### src/rtl/xcvr_pkg.sv
// Shared definitions for the dual-direction transceiver.
// Assumes: nothing beyond IEEE 1800-2017.
package xcvr_pkg;

    localparam int XCVR_DATA_W = 18;

    // Operating mode of one path's storage register for the current cycle.
    typedef enum logic [1:0] {
        MODE_HOLD    = 2'd0,
        MODE_PASS    = 2'd1,
        MODE_CAPTURE = 2'd2
    } store_mode_e;

    // Transparent mode wins over an edge; otherwise an edge captures.
    function automatic store_mode_e pick_mode(input logic le, input logic rise);
        if (le)
            return MODE_PASS;
        else if (rise)
            return MODE_CAPTURE;
        else
            return MODE_HOLD;
    endfunction

endpackage

### src/rtl/xcvr_edge_sense.sv
// Finds rising edges of a synchronous strobe by keeping its previous sample.
// Assumes: `level` is already synchronous to clk. Reset loads RST_PREV so
// a strobe held high through reset is not seen as a new edge.
module xcvr_edge_sense #(
    parameter logic RST_PREV = 1'b1
) (
    input  logic clk,
    input  logic rst_n,
    input  logic level,
    output logic rise
);

    logic prev_q;

    // Keep the strobe sample from the last clock edge.
    always_ff @(posedge clk) begin
        if (!rst_n)
            prev_q <= RST_PREV;
        else
            prev_q <= level;
    end

    // A rise is this sample high with the previous one low.
    always_comb begin
        rise = level & ~prev_q;
    end

endmodule

### src/rtl/xcvr_store.sv
// Storage register of one path, loaded according to the selected mode.
// Assumes: mode is decoded from inputs sampled on the same clk edge.
module xcvr_store #(
    parameter int W = 18
) (
    input  logic                      clk,
    input  logic                      rst_n,
    input  xcvr_pkg::store_mode_e     mode,
    input  logic [W-1:0]              din,
    output logic [W-1:0]              dout
);
    import xcvr_pkg::*;

    logic [W-1:0] data_q;
    logic [W-1:0] data_d;

    // Choose the next stored value from the mode.
    always_comb begin
        unique case (mode)
            MODE_PASS,
            MODE_CAPTURE: data_d = din;
            default:      data_d = data_q;
        endcase
    end

    // Update storage, clearing it on reset.
    always_ff @(posedge clk) begin
        if (!rst_n)
            data_q <= '0;
        else
            data_q <= data_d;
    end

    // Present the stored value.
    always_comb begin
        dout = data_q;
    end

endmodule

### src/rtl/xcvr_enable.sv
// Registers a path's output enable, folding its pin polarity to active high.
// Assumes: ACTIVE_HIGH says which level of oe_pin asks for drive.
module xcvr_enable #(
    parameter bit ACTIVE_HIGH = 1'b1
) (
    input  logic clk,
    input  logic rst_n,
    input  logic oe_pin,
    output logic drv
);

    logic want;
    logic drv_q;

    generate
        if (ACTIVE_HIGH) begin : g_pos
            // Pin high requests drive.
            always_comb want = oe_pin;
        end else begin : g_neg
            // Pin low requests drive.
            always_comb want = ~oe_pin;
        end
    endgenerate

    // Align the enable with the data register; off during reset.
    always_ff @(posedge clk) begin
        if (!rst_n)
            drv_q <= 1'b0;
        else
            drv_q <= want;
    end

    // Present the registered enable.
    always_comb begin
        drv = drv_q;
    end

endmodule

### src/rtl/xcvr_lane.sv
// One direction of the transceiver: edge sense, mode decode, storage, enable.
// Assumes: le, strobe and oe are synchronous to clk.
module xcvr_lane #(
    parameter int W           = 18,
    parameter bit OE_ACT_HIGH = 1'b1
) (
    input  logic         clk,
    input  logic         rst_n,
    input  logic [W-1:0] din,
    input  logic         le,
    input  logic         strobe,
    input  logic         oe,
    output logic [W-1:0] dout,
    output logic         drv
);
    import xcvr_pkg::*;

    logic        rise;
    store_mode_e mode;

    xcvr_edge_sense #(.RST_PREV(1'b1)) u_edge (
        .clk   (clk),
        .rst_n (rst_n),
        .level (strobe),
        .rise  (rise)
    );

    // Decode this cycle's storage mode.
    always_comb begin
        mode = pick_mode(le, rise);
    end

    xcvr_store #(.W(W)) u_store (
        .clk   (clk),
        .rst_n (rst_n),
        .mode  (mode),
        .din   (din),
        .dout  (dout)
    );

    xcvr_enable #(.ACTIVE_HIGH(OE_ACT_HIGH)) u_en (
        .clk    (clk),
        .rst_n  (rst_n),
        .oe_pin (oe),
        .drv    (drv)
    );

endmodule

### src/rtl/duplex_hold_xcvr.sv
// Dual-direction latch/register transceiver core. The A-to-B lane uses an
// active-high enable and the B-to-A lane an active-low one. Data and drive
// enables are separate outputs for a pad wrapper.
// Assumes: all controls synchronous to clk; the system never enables both.
module duplex_hold_xcvr #(
    parameter int W = xcvr_pkg::XCVR_DATA_W
) (
    input  logic         clk,
    input  logic         rst_n,
    input  logic [W-1:0] a_in,
    input  logic         ab_le,
    input  logic         ab_strobe,
    input  logic         ab_oe,
    input  logic [W-1:0] b_in,
    input  logic         ba_le,
    input  logic         ba_strobe,
    input  logic         ba_oe_n,
    output logic [W-1:0] b_out,
    output logic         b_drv,
    output logic [W-1:0] a_out,
    output logic         a_drv
);

    xcvr_lane #(.W(W), .OE_ACT_HIGH(1'b1)) u_ab (
        .clk    (clk),
        .rst_n  (rst_n),
        .din    (a_in),
        .le     (ab_le),
        .strobe (ab_strobe),
        .oe     (ab_oe),
        .dout   (b_out),
        .drv    (b_drv)
    );

    xcvr_lane #(.W(W), .OE_ACT_HIGH(1'b0)) u_ba (
        .clk    (clk),
        .rst_n  (rst_n),
        .din    (b_in),
        .le     (ba_le),
        .strobe (ba_strobe),
        .oe     (ba_oe_n),
        .dout   (a_out),
        .drv    (a_drv)
    );

endmodule

### config.mk
export PLATFORM = sky130hd
export DESIGN_NAME = duplex_hold_xcvr
export DESIGN_NICKNAME = d
export VERILOG_FILES = /design/src/rtl/xcvr_pkg.sv /design/src/rtl/xcvr_edge_sense.sv /design/src/rtl/xcvr_store.sv /design/src/rtl/xcvr_enable.sv /design/src/rtl/xcvr_lane.sv /design/src/rtl/duplex_hold_xcvr.sv
export SDC_FILE = /design/constraint.sdc
export NUM_CORES = 1
export LEC_CHECK = 0
export ABC_AREA = 1
export BUFFER_PORTS_ARGS = -buffer_cell sky130_fd_sc_hd__clkbuf_2
export CORE_MARGIN = 2
export CORE_UTILIZATION = 49
export CTS_BUF_LIST = sky130_fd_sc_hd__clkbuf_4 sky130_fd_sc_hd__clkbuf_8
export CTS_CLUSTER_SIZE = 16
export DETAILED_ROUTE_END_ITERATION = 8
export PLACE_DENSITY = 0.82
export SLEW_MARGIN = 5
export SYNTH_ARGS = -nofsm -noshare
export SYNTH_HDL_FRONTEND = slang
export SYNTH_SLANG_ARGS = --single-unit
### constraint.sdc
create_clock -name clk -period 1.2 [get_ports clk]
set_input_delay 0.12 -clock clk [delete_from_list [all_inputs] [get_ports clk]]
set_output_delay 0.12 -clock clk [all_outputs]
set_load 0.05 [all_outputs]
; Yosys cells after proc, flatten, opt, wreduce, memory -nomap -nowiden
; Cells that the tools add are included.
; Widths: inputs -> output; s select.
[word_totals]
regBits = 40
latch_bits = 0
mem_bits_rw = 0
rom_bits = 0
inputBits = 44
output_inout_bits = 38
wordCells = 21
memories = 0
[classes]
n_addsub = 0
n_mul = 0
div_mod_pow = 0
n_lt_le_gt_ge = 0
eq_ne = 4
n_shift = 0
muxes = 4
n_bitwise = 5
reduce_logical = 2
[op_table]
columns = cell, n
row1 = $mux 2, 4
row2 = $eq 2x1->1 const B, 2
row3 = $eq 2x2->1 const B, 2
row4 = $reduce_or 2->1, 2
row5 = $not 1->1, 3
row6 = $and 1x1->1, 2

; Depth between registers and ports, before layout
[logic_depth]
depth_word = 6
ltp_mapped = 6
depth_no_buf = 5

; By module
; From an unflattened synthesis, not the netlist that was laid out.
[unflattened]
hier_cells = 258
area_unflattened_um2 = 1751.7
[modules_own_cells]
columns = mod, n_inst, cells_per_inst, area_each_um2, seq_area_each_um2
row1 = xcvr_store, 2, 120, 803.3, 360.3
row2 = xcvr_edge_sense, 2, 4, 33.8, 20.0
row3 = xcvr_enable at u_ba.u_en, 1, 3, 30.0, 20.0
row4 = xcvr_enable at u_ab.u_en, 1, 3, 27.5, 20.0
row5 = xcvr_lane, 2, 2, 10.0, 0.0

; Worst setup path before layout
; No wires, ideal clock.
[synth_path]
path_type = register to register
start = register, netlist name u_ab.u_store.dout[15]
end = register u_ab.u_store.data_q[15], in the netlist u_ab.u_store.dout[15]
setup_ns = 0.064
t_arrival_ns = 0.890
required_ns = 1.136
setup_slack_ns = 0.246
stages_incl_launch_ff = 5
path_buffers = 0
period_less_slack_ns = 0.954
path_cell_list = dfxtp_1 -> inv_1 -> nand3_2 -> nand2_1 -> nor2_1
[synth_rtl]
columns = item, line
row1 = to (signal assigned), xcvr_store.sv:31  ; data_q <= data_d;
row2 = to (decl), xcvr_store.sv:14  ; logic [W-1:0] data_q;

; Worst setup path after layout
[layout_path]
start = register u_ba.u_edge.prev_q
end = register u_ba.u_store.data_q[2], in the netlist u_ba.u_store.dout[2]
[layout_via]
elab_chain_cells = 6
word_cells_on_any_way = 7
classes_between = eq/ne (2) / mux (2) / bitwise (2) / reduce/logical (1)
[layout_rtl]
columns = item, line
row1 = from (decl), xcvr_edge_sense.sv:13  ; logic prev_q;
row2 = from (signal assigned), xcvr_edge_sense.sv:20  ; prev_q <= level;
row3 = $not 1->1 (*), xcvr_edge_sense.sv:25  ; rise = level & ~prev_q;
row4 = $and 1x1->1 (*), xcvr_edge_sense.sv:25
row5 = $mux 2 (*), xcvr_pkg.sv:18  ; else if (rise)
row6 = $mux 2 (*), xcvr_pkg.sv:16  ; if (le)
row7 = $eq 2x1->1 / $eq 2x2->1 (equally long branches), xcvr_store.sv:19  ; unique case (mode)
row8 = $reduce_or 2->1 (*), xcvr_store.sv:19
row9 = to (signal assigned), xcvr_store.sv:31
row10 = to (decl), xcvr_store.sv:14
; Every way passes the cells marked *; elsewhere a longest branch is shown, timed or not.
; A chain may end at the register's enable or synchronous reset.

==> metrics.yaml <==
final_layout:
  layout.nets: 369
  syn2layout_area_growth_pct: 25.6
  drive_above_1_share_pct: 34.0
  num_antenna_cells: 0
clock_tree:
  worstSkewPairLatency_ns: 0.28
  h-tree-depth: 2
  cts-root-buf: "clkbuf_8"
  cts_tree: "built"
  post_cts_buffers: 0
  clk_pin_slew_ns: 0.07
  post_cts_resized: 0
  clockBufferDepth: 2
  cts_sinks: 40
  numCtsBuffers: 5
pwr:
  power.share.sequential_pct: 45.5
  power.internal_uw: 2190
  clkPwrFrac_pct: 28.8
  power_switching_uw: 1060
  switching_share_pct: 32.7
  p_per_area_nw_per_um2: 1390
  combPwrFrac_pct: 25.7
  ir_drop_mv: 0.875
  leakagePower_uw: 0.00129
timing:
  slew_viol_final: 0
  fin_crit_sh_pct: 86.9
  setup_violations: 0
  fin_crit_ns: 1.04
  skew_ns: 0.00397
  fmax_mhz: 959
  setup_tns_ns: 0
  hold_violations: 0
  max_slew.worst_pin.slew_ns: 0.401
  relSlewSlack_pct: 73.3
  rsz0062_at_grt: "no"
  whs_ns: 0.0261
global_route:
  grt_pass1_vias: 1482
  grt_max_degree: 37
  track_usage_pct: 18.0
  overflow: 0
  antenna_found_initial: 0
  grt_pass1_wl_um: 6130
yosys:
  synthFlopType: "dfxtp_1"
  syn_inst: 248
  ys_ff_latch: 40
  synth-edff-count: 0
  synth-seq-area-share_pct: 43.2
  syn-cell-area_um2: 1850
  synth_top_area_share_pct: 43.2
  synthTopCellsByCount: "40 x dfxtp_1, 40 x inv_1, 37 x nand2_1, 37 x nor2_1, 35 x a21oi_1"
  ys_async_sr_fraction_pct: 0
  synth_area_leaders: "dfxtp_1 43%, a21oi_1 9.4%, inv_1 8.1%, nand2_1 7.5%, nor2_1 7.5%"
  synth_cell_types: 16
  syn_nets: 292
  synth_area_leader_cell: "dfxtp_1"
  syn_area_per_cell_um2: 7.48
  yosys_warnings: 0
worst_setup_path:
  start_kind: "register"
  cpPeakStageDelay_ns: 0.31
  cpLargestDelayFamily: "simple AND/OR/NAND/NOR gates"
  crit_type: "register to register"
  timing.rr.start: "u_ba.u_edge.prev_q"
  crit_path_end_kind: "register"
  crit_fanout: 36
  cp_cell_sequence: "inv_1, nand2_4, nand3_1, nand2_1, nor2_1"
  worstPathRequired_ns: 1.38
  crit_arrival_ns: 1.22
  critical_path.slowest_cell: "dfxtp_1"
  cp_num_buf_inv: 1
  r2r_cells: 5
  rr_endpoint: "u_ba.u_store.dout[2]"
  rrSetupSlack_ns: 0.16
min_path:
  min-delay-start: "ab_oe"
  worstHoldPathCells: 3
  hold_end: "u_ab.u_en.drv"
  hold_class: "input port to register"
detailed_routing:
  via_per_inst: 4.68
  via_count: 1750
  wirelength_um: 3650
  wire_per_inst_um: 9.77
  drc: 0
  drtAntennaViolNets: 0
  firstDrtPassIters: 4
  first_iter_violations: 112
placed_design:
  routabilityCongestion: 0.664
  detailed_place_hpwl_um: 2680
  port_buffers: 81
status:
  status: "completed"
floorplanning:
  die_y_um: 65.5
  ioPinCount: 82
  die-area_um2: 4290
  fp.dieW_um: 65.5
  core-area_um2: 3660
  start_util_pct: 50.6
  placementRows: 22
run:
  cap_violations: 0
[power by group through the flow]
| stage | combinational (uW) | clock [uW] | sequential [uW] |
|---|---|---|---|
| floorplan | 311 | 0 | 1840 |
| detailed placement | 838 | 0 | 1510 |
| finish | 835 | 934 | 1480 |
| CTS | 842 | 967 | 1480 |
| global route | 910 | 1030 | 1490 |
| global placement | 824 | 0 | 1500 |
[sequential cells by signal, summed over array words and instances (netlist names)]
| register | count |
|---|---|
| u_ab.u_store.dout | 18 |
| u_ba.u_store.dout | 18 |
| u_ab.u_edge.prev_q | 1 |
| u_ab.u_en.drv | 1 |
| u_ba.u_edge.prev_q | 1 |
| u_ba.u_en.drv | 1 |
[through the flow]
| step | instance area (um^2) | total power, uW | setup slack (ns) | util, % | cells |
|---|---|---|---|---|---|
| 4_1_cts | 2330 | 3290 | 0.152 | 63.6 | 374 |
| 5_1_grt | 2330 | 3420 | 0.0760 | 63.6 | 374 |
| 6_report | 2330 | 3250 | 0.157 | 63.6 | 374 |
| 3_3_place_gp | 2220 | 2330 | 0.215 | 60.7 | 365 |
| 3_5_place_dp | 2220 | 2350 | 0.193 | 60.7 | 365 |
| 2_1_floorplan | 1850 | 2150 | 0.246 | - | 248 |
[per-layer routing]
metal,global-route usage (%),part of all wire (%)
met4,4.43,0.52
met2,31.8,46
met5,0,0
met3,6.34,9.3
met1,20.7,44
[worst max path at each step]
| stage | to | cells after the start | slack [ns] | start |
|---|---|---|---|---|
| global route | u_ba.u_store.dout[0] | 5 | 0.08 | u_ba.u_edge.prev_q |
| floorplan | u_ab.u_store.dout[15] | 4 | 0.25 | u_ab.u_store.dout[15] |
| detailed placement | u_ba.u_store.dout[2] | 5 | 0.19 | u_ba.u_edge.prev_q |
| global placement | u_ba.u_store.dout[3] | 5 | 0.22 | u_ba.u_edge.prev_q |
| finish | u_ba.u_store.dout[2] | 5 | 0.16 | u_ba.u_edge.prev_q |
| CTS | a_out[12] | 1 | 0.15 | u_ba.u_store.dout[12] |
[timing repair]
item / in CTS / in global routing
endpoints found under the setup margin: 0 / 0
hold endpoints to repair: 1 / 0
hold buffers: 1 / 0
[cell families (layout without fill, tap and decap cells)]
kind of cell | Yosys count | in the layout | share of synthesized area (%)
and+or+nand+nor | 114 | 114 | 30.1
DFF | 40 | 40 | 43.2
AOI/OAI and AO/OA | 36 | 36 | 9.92
buffers and inverters | 58 | 136 | 16.8
[area by class of cell]
class	count	area [um^2]
Timing Repair Buffer	86	470
Multi-Input combinational cell	150	742
Inverter	42	158
Fill cell	352	1330
Sequential cell	40	801
Clock buffer	8	97.6
Tap cell	48	60.1
[worst register-to-register path, stage by stage (launching register included)]
cell and delay (ns):
dfxtp_1 0.31, inv_1 0.05, nand2_4 0.31, nand3_1 0.14, nand2_1 0.09, nor2_1 0.04
[cell usage in the layout, fill, tap and decap left out, types with 6 or more instances in the layout]
master / Yosys / final
nor2_1: 37 / 37
nand3_1: 23 / 23
nand2_1: 37 / 37
inv_1: 40 / 40
a21oi_1: 35 / 35
clkbuf_2: 0 / 81
nand3_2: 13 / 13
dfxtp_1: 40 / 40
clkbuf_8: 1 / 6
Power figures use the tool's default switching activity.
